==> config.mk <==
export PLATFORM = sky130hd
export DESIGN_NAME = burst_addr_seq
export DESIGN_NICKNAME = d
export VERILOG_FILES = /design/src/rtl/bseq_pkg.sv /design/src/rtl/bseq_step_ctr.sv /design/src/rtl/bseq_req_capture.sv /design/src/rtl/bseq_order_map.sv /design/src/rtl/burst_addr_seq.sv
export SDC_FILE = /design/constraint.sdc
export NUM_CORES = 1
export LEC_CHECK = 0
export BUFFER_PORTS_ARGS = -buffer_cell sky130_fd_sc_hd__clkbuf_2
export CAP_MARGIN = 10
export CORE_ASPECT_RATIO = 0.8
export CORE_MARGIN = 1
export CORE_UTILIZATION = 45
export DETAILED_ROUTE_END_ITERATION = 12
export GPL_ROUTABILITY_DRIVEN = 0
export GPL_TIMING_DRIVEN = 0
export PLACE_DENSITY_LB_ADDON = 0.25
export SYNTH_ARGS = -nofsm -noshare
export SYNTH_HDL_FRONTEND = slang
export SYNTH_SLANG_ARGS = --single-unit
==> constraint.sdc <==
create_clock -name clk -period 2.3 [get_ports clk]
set_input_delay 0.46 -clock clk [delete_from_list [all_inputs] [get_ports clk]]
set_output_delay 0.46 -clock clk [all_outputs]
set_load 0.01 [all_outputs]
==> src/rtl/bseq_pkg.sv <==
package bseq_pkg;

    // Kind of access recorded at the start of a burst.
    typedef enum logic [1:0] {
        KIND_IDLE  = 2'b00,
        KIND_READ  = 2'b01,
        KIND_WRITE = 2'b10
    } kind_e;

    // Burst ordering, as selected by the ordering input.
    typedef enum logic {
        ORD_LINEAR = 1'b0,
        ORD_INTLV  = 1'b1
    } order_e;

    // Per-cycle command decoded from the advance/load input.
    typedef struct packed {
        logic load;
        logic adv;
    } cmd_t;

    function automatic cmd_t decode_cmd(input logic adv_ld);
        cmd_t c;
        c.load = ~adv_ld;
        c.adv  = adv_ld;
        return c;
    endfunction

    function automatic kind_e classify(input logic sel_act,
                                       input logic sel_bar,
                                       input logic wr_en);
        if (sel_act && !sel_bar)
            return wr_en ? KIND_WRITE : KIND_READ;
        return KIND_IDLE;
    endfunction

endpackage

==> src/rtl/bseq_step_ctr.sv <==
module bseq_step_ctr #(
    parameter int LOW_W = 2
) (
    input  logic             clk,
    input  logic             rst,
    input  bseq_pkg::cmd_t   cmd,
    output logic [LOW_W-1:0] step_q
);
    // Free-running modulo counter: wraps naturally at the burst length.
    always_ff @(posedge clk) begin
        if (rst)
            step_q <= '0;
        else if (cmd.load)
            step_q <= '0;
        else if (cmd.adv)
            step_q <= step_q + LOW_W'(1);
    end
endmodule

==> src/rtl/bseq_req_capture.sv <==
module bseq_req_capture #(
    parameter int ADDR_W = 20,
    parameter int LOW_W  = 2
) (
    input  logic                    clk,
    input  logic                    rst,
    input  bseq_pkg::cmd_t          cmd,
    input  logic [ADDR_W-1:0]       addr_in,
    input  logic                    sel_act,
    input  logic                    sel_bar,
    input  logic                    wr_en,
    output logic [ADDR_W-LOW_W-1:0] base_q,
    output logic [LOW_W-1:0]        start_q,
    output bseq_pkg::kind_e         kind_q
);
    import bseq_pkg::*;

    // Everything is captured only on a load; advance cycles leave it alone.
    always_ff @(posedge clk) begin
        if (rst) begin
            base_q  <= '0;
            start_q <= '0;
            kind_q  <= KIND_IDLE;
        end else if (cmd.load) begin
            base_q  <= addr_in[ADDR_W-1:LOW_W];
            start_q <= addr_in[LOW_W-1:0];
            kind_q  <= classify(sel_act, sel_bar, wr_en);
        end
    end
endmodule

==> src/rtl/bseq_order_map.sv <==
module bseq_order_map #(
    parameter int LOW_W = 2
) (
    input  logic             [LOW_W-1:0] start,
    input  logic             [LOW_W-1:0] step,
    input  bseq_pkg::order_e             order,
    output logic             [LOW_W-1:0] low
);
    import bseq_pkg::*;

    logic [LOW_W-1:0] intlv_low;
    logic [LOW_W-1:0] lin_low;
    logic [LOW_W:0]   carry;

    // Interleaved: bitwise XOR, no carry chain.
    // Linear: explicit ripple adder, wrapping by dropping the top carry.
    assign carry[0] = 1'b0;
    for (genvar b = 0; b < LOW_W; b++) begin : g_bit
        assign intlv_low[b] = start[b] ^ step[b];
        assign lin_low[b]   = start[b] ^ step[b] ^ carry[b];
        assign carry[b+1]   = (start[b] & step[b]) | (carry[b] & (start[b] ^ step[b]));
    end

    always_comb begin
        if (order == ORD_INTLV)
            low = intlv_low;
        else
            low = lin_low;
    end
endmodule

==> src/rtl/burst_addr_seq.sv <==
module burst_addr_seq #(
    parameter int ADDR_W    = 20,
    parameter int BURST_LEN = 4
) (
    input  logic              clk,
    input  logic              rst,
    input  logic              adv_ld,
    input  logic              order_sel,
    input  logic [ADDR_W-1:0] addr_in,
    input  logic              sel_act,
    input  logic              sel_bar,
    input  logic              wr_en,
    output logic [ADDR_W-1:0] cur_addr,
    output logic [1:0]        acc_kind
);
    import bseq_pkg::*;

    localparam int LOW_W = $clog2(BURST_LEN);

    cmd_t                    cmd;
    logic [LOW_W-1:0]        step_q;
    logic [LOW_W-1:0]        start_q;
    logic [LOW_W-1:0]        low_addr;
    logic [ADDR_W-LOW_W-1:0] base_q;
    kind_e                   kind_q;
    order_e                  order;

    assign cmd   = decode_cmd(adv_ld);
    assign order = order_e'(order_sel);

    bseq_step_ctr #(.LOW_W(LOW_W)) u_step (
        .clk    (clk),
        .rst    (rst),
        .cmd    (cmd),
        .step_q (step_q)
    );

    bseq_req_capture #(.ADDR_W(ADDR_W), .LOW_W(LOW_W)) u_cap (
        .clk     (clk),
        .rst     (rst),
        .cmd     (cmd),
        .addr_in (addr_in),
        .sel_act (sel_act),
        .sel_bar (sel_bar),
        .wr_en   (wr_en),
        .base_q  (base_q),
        .start_q (start_q),
        .kind_q  (kind_q)
    );

    bseq_order_map #(.LOW_W(LOW_W)) u_map (
        .start (start_q),
        .step  (step_q),
        .order (order),
        .low   (low_addr)
    );

    assign cur_addr = {base_q, low_addr};
    assign acc_kind = kind_q;
endmodule

==> results.yml, run 1 <==
status:
  status: "finished clean"
global_routing:
  grt_overflow: 0
  grt_max_degree: 13
  first_global_vias: 710
  grt_first_pass_wirelength_mm: 2.918
  antenna_found_initial: 0
  grt_usage_pct: 18.03
clock_tree:
  clk_pin_slew_worst_paths_ns: 0.11
  insertion_delay_ns: 0.30
  ctsResizeCount: 0
  clockBufferDepth: 2
  cts_tree: "built"
  numClockSinks: 24
  cts_buffers: 3
  cts_setup_buffers: 0
  hold_buffers: 0
  root_buffer: "clkbuf_4"
  htree_levels: 1
routing:
  postRouteAntennaNets: 0
  routed_via_density: 4.787
  num_vias: 742
  remaining_drc_errors: 0
  wirelength_mm: 1.679
  drt_iter0_drc: 2
  dr.pass1.iters: 2
  routedWlPerCell_um: 10.83
logic_synthesis:
  yosysTopAreaCellShare_pct: 54.01
  ys_ff_latch: 24
  yosys.cell_types.count: 15
  syn_nets: 111
  netlist_top_cells_area: "dfxtp_1 54%, mux2i_1 23%, nor2_1 9.3%, xnor2_1 3.0%, or4b_4 1.5%"
  synth_area_um2: 889.6
  postSynthCellCount: 83
  avgSynthCellArea_um2: 10.72
  yosys_warnings: 0
  ys_seq_area_share_pct: 54.01
  synth_top_cell_by_area: "dfxtp_1"
setup_path:
  slowest_stage: "dfxtp_1"
  cp-end-kind: "primary output"
  critPathArrivalTime_ns: 1.28
  critPathRequiredTime_ns: 1.84
  critPathMaxFanout: 3
  regToRegStartpoint: "u_step.step_q[0]"
  startpoint: "u_step.step_q[0]"
  max_stage_delay_ns: 0.40
  cp_cell_sequence: "ha_1, nor2b_1, xnor2_1, clkbuf_2"
  critPathLaunchType: "flop"
  path_class: "reg2out"
layout:
  final_common_cell: "clkbuf_2"
  syn2layout_area_growth_pct: 32.07
  drive_gt1_share_pct: 41.35
  stdcell_area_mm2: 0.001175
  final_net_count: 163
  layout_common_cells: "47 x clkbuf_2, 24 x dfxtp_1, 22 x nor2_1"
  diodes: 0
timing:
  rsz0062_at_grt: "false"
  layout_min_cycle_time_ns: 1.739
  timing.setup.tns_ns: 0
  slew_viol_final: 0
  clock.fmax_ghz: 0.5750
  worst-slew-pin-transition_ns: 0.4260
  final.period_utilization_pct: 75.61
  worst_slack_ns: 0.5610
  setup_viol: 0
  fin_skew_ns: 0.00003847
  holdWs_ns: 0.3524
  slew_headroom_pct: 71.60
  hold_viol: 0
die:
  placeableCoreArea_mm2: 0.001740
  die_h_um: 41.77
  die-area_mm2: 0.002160
  chipWidth_um: 51.71
  start_util_pct: 51.11
  placementRows: 13
  ios: 49
worst_hold_path:
  hp-class: "in2reg"
  min_from: "rst"
run:
  max-cap-violations: 0
placed_design:
  hpwl_mm: 1.369
  pre_cts_ws_ns: 0.8915
  placedInstanceArea_mm2: 0.001152
  io_buffers: 47
power_and_ir_drop:
  vdd_drop_max_uv: 586.4
  power_density_mw_per_mm2: 628.5
  p_leak_nw: 0.6175
  power_mw: 0.7384
[final timing paths]
| check | endpoint | slack, ns | depth (start not counted) |
|---|---|---|---|
| max | cur_addr[1] | 0.56 | 4 |
| min | u_cap.kind_q[0] | 0.35 | 2 |
| max reg2reg | u_step.step_q[1] | 1.62 | 2 |
| min reg2reg | u_step.step_q[0] | 0.48 | 1 |
[synthesized netlist by cell type]
cell,count
a21oi_1,1
a21oi_2,1
buf_2,2
buf_6,1
clkbuf_1,2
dfxtp_1,24
ha_1,1
mux2i_1,20
nand2_1,2
nand2b_1,1
nand4bb_1,1
nor2_1,22
nor2b_1,1
or4b_4,1
xnor2_1,3
[metrics by stage]
step / std cells / util (%)
floorplan: 83 / -
global placement: 152 / 66.21
detailed placement: 152 / 66.21
CTS: 155 / 67.51
global route: 155 / 67.51
finish: 155 / 67.51
[cell families after synthesis]
kind of cell             synth area share [%]
AND/OR/NAND/NOR                         14.35
flip-flops                              54.01
multiplexers                            22.50
buffers and inverters                   3.235
XOR/XNOR                                2.954
AO/OA/AOI/OAI                           1.547
adder cells (fa/ha/maj)                 1.406
[worst max-delay path, delay by kind of cell, from the launching register on]
family                     cells  cell delay [ns]
buffers and inverters          1             0.15
and+or+nand+nor                1             0.15
DFF                            1             0.40
xor gates and xnor gates       1             0.13
adders and majority gates      1             0.15
[routing by layer]
metal / vias up / global-route usage, % / wire [µm]
li1: 375 / - / -
met1: 341 / 18.82 / 653
met2: 23 / 34.03 / 915
met3: 3 / 5.495 / 98
met4: 0 / 4.865 / 11
met5: - / 0 / 0
[where the power goes]
group	leakage [nW]	total (mW)	switching, mW	internal (mW)
Clock	0.0138	0.172	0.111	0.0612
Combinational	0.406	0.115	0.0555	0.0600
Sequential	0.198	0.451	0.0124	0.439
[registers in the layout, indices dropped and copies added (netlist names)]
| signal | cells |
|---|---|
| u_cap.kind_q | 2 |
| u_step.step_q | 2 |
| u_cap.base_q | 18 |
| u_cap.start_q | 2 |
[final cells by class]
cell class | count | area [µm²]
buffer | 5 | 28.78
tap | 22 | 27.53
multi-input combinational | 54 | 380.4
timing repair buffer | 47 | 235.2
fill | 140 | 565.5
clock buffer | 3 | 22.52
sequential | 24 | 480.5
Power figures use the tool's default switching activity.
==> run 2: changes to the inputs <==
--- a/config.mk
+++ b/config.mk
@@ -9,7 +9,7 @@
 export CAP_MARGIN = 10
 export CORE_ASPECT_RATIO = 0.8
 export CORE_MARGIN = 1
-export CORE_UTILIZATION = 45
+export CORE_UTILIZATION = 42
 export DETAILED_ROUTE_END_ITERATION = 12
 export GPL_ROUTABILITY_DRIVEN = 0
 export GPL_TIMING_DRIVEN = 0
==> constraint.sdc (replaced) <==
create_clock -name clk -period 1.69 [get_ports clk]
set_input_delay 0.338 -clock clk [delete_from_list [all_inputs] [get_ports clk]]
set_output_delay 0.338 -clock clk [all_outputs]
set_load 0.01 [all_outputs]
==> results.yml, run 2 (synthesis gave the netlist of run 1 again) <==
layout:
  diodes: 0
  syn2layout_area_growth_pct: 34.04
  regArea_um2: 481.7
  drive_gt1_share_pct: 42.54
  final_net_count: 163
  largest_reg_flops: 18
  n_fill_cell: 184
  utilization_pct: 61.33
  stdcell_count: 158
  multi_input_area_um2: 380.4
  layout_common_cells: "46 x clkbuf_2, 23 x dfxtp_1, 22 x nor2_1"
  final_common_cell: "clkbuf_2"
  top_register: "u_cap.base_q"
timing:
  slew_headroom_pct: 70.32
  rsz0062_at_grt: "false"
  layout_min_cycle_time_ns: 1.575
  worst-slew-pin-transition_ns: 0.4453
  timing.setup.tns_ns: 0
  clock.fmax_ghz: 0.6351
  setup_viol: 0
  hold_viol: 0
  fin_skew_ns: 0.0003095
  holdWs_ns: 0.2249
  final.period_utilization_pct: 93.17
  slew_viol_final: 0
status:
  status: "finished clean"
clock_tree:
  ctsResizeCount: 0
  cts_buffers: 3
  root_buffer: "clkbuf_4"
  clockBufferDepth: 2
  numClockSinks: 24
  cts_setup_buffers: 0
  insertion_delay_ns: 0.31
  hold_buffers: 0
  htree_levels: 1
  clk_pin_slew_worst_paths_ns: 0.12
  cts_tree: "built"
setup_path:
  cp.depth: 4
  critPathMaxFanout: 3
  critPathArrivalTime_ns: 1.24
  crit_buf_inv: 1
  critPathRequiredTime_ns: 1.35
  cp_cell_sequence: "ha_1, nor2b_1, xnor2_1, buf_2"
  slowest_stage: "dfxtp_2"
  critPathLaunchType: "flop"
  regToRegStartpoint: "u_step.step_q[1]"
  critPathTopFamily: "flip-flops"
  startpoint: "u_step.step_q[0]"
  max_stage_delay_ns: 0.36
  path_class: "reg2out"
  cp-end-kind: "primary output"
  reg2regPathDepth: 2
power_and_ir_drop:
  vdd_drop_max_uv: 720.5
  power_mw: 1.061
  power_density_mw_per_mm2: 890.2
  p_leak_nw: 0.6255
routing:
  routed_via_density: 4.627
  drt_iter0_drc: 4
  routedWlPerCell_um: 10.48
  wirelength_mm: 1.656
  postRouteAntennaNets: 0
  dr.pass1.iters: 4
  num_vias: 731
  remaining_drc_errors: 0
placed_design:
  hpwl_mm: 1.341
  dp.cells: 154
  io_buffers: 47
die:
  chipWidth_um: 53.46
  placeableCoreArea_mm2: 0.001944
  placementRows: 14
  start_util_pct: 45.75
  die_h_um: 43.17
  ios: 49
  die-area_mm2: 0.002307
global_routing:
  first_global_vias: 666
  grt_usage_pct: 16.39
  grt_first_pass_wirelength_mm: 2.670
  antenna_found_initial: 0
  grt_max_degree: 14
  grt_overflow: 0
worst_hold_path:
  holdPathStages: 2
  min_from: "rst"
  hp-class: "in2reg"
run:
  max-cap-violations: 0
==> run 2: layer usage <==
layer,global-route usage [%],vias to the layer above,wire length (µm)
li1,-,378,-
met2,28.25,16,845
met5,0,-,0
met1,18.20,335,724
met3,6.452,2,73
met4,4.737,0,13
==> run 2: worst paths after layout <==
check                                        end  slack [ns]
worst max-delay path                 cur_addr[1]        0.12
worst min-delay path             u_cap.kind_q[0]        0.22
worst max register to register  u_step.step_q[1]        1.03
worst min register to register  u_step.step_q[0]        0.44
==> run 2: worst register-to-register path, delay by kind of cell (launching register included) <==
family                    cells  cell delay [ns]
xor gates and xnor gates      1             0.13
and+or+nand+nor               1             0.06
DFF                           1             0.38
==> run 2: layout make-up <==
type | instances | area share (%)
multi-input cells | 54 | 31.90
flip-flops and latches | 24 | 40.40
plain buffers | 5 | 2.413
well taps | 24 | 2.518
clock buffers | 4 | 3.043
repair buffers | 47 | 19.73
==> run 2: through the flow <==
step	cell area, µm²	setup slack [ns]
after floorplan	889.6	0.5043
after global placement	1155	0.4337
after detailed placement	1155	0.4108
after CTS	1191	0.05371
after global routing	1192	0.009872
final	1192	0.1154
==> run 2: power by group <==
group | total [mW] | switching, mW | internal, mW
Combinational | 0.157 | 0.0756 | 0.0816
Sequential | 0.614 | 0.0161 | 0.598
Clock | 0.291 | 0.159 | 0.131
Total | 1.06 | 0.251 | 0.811
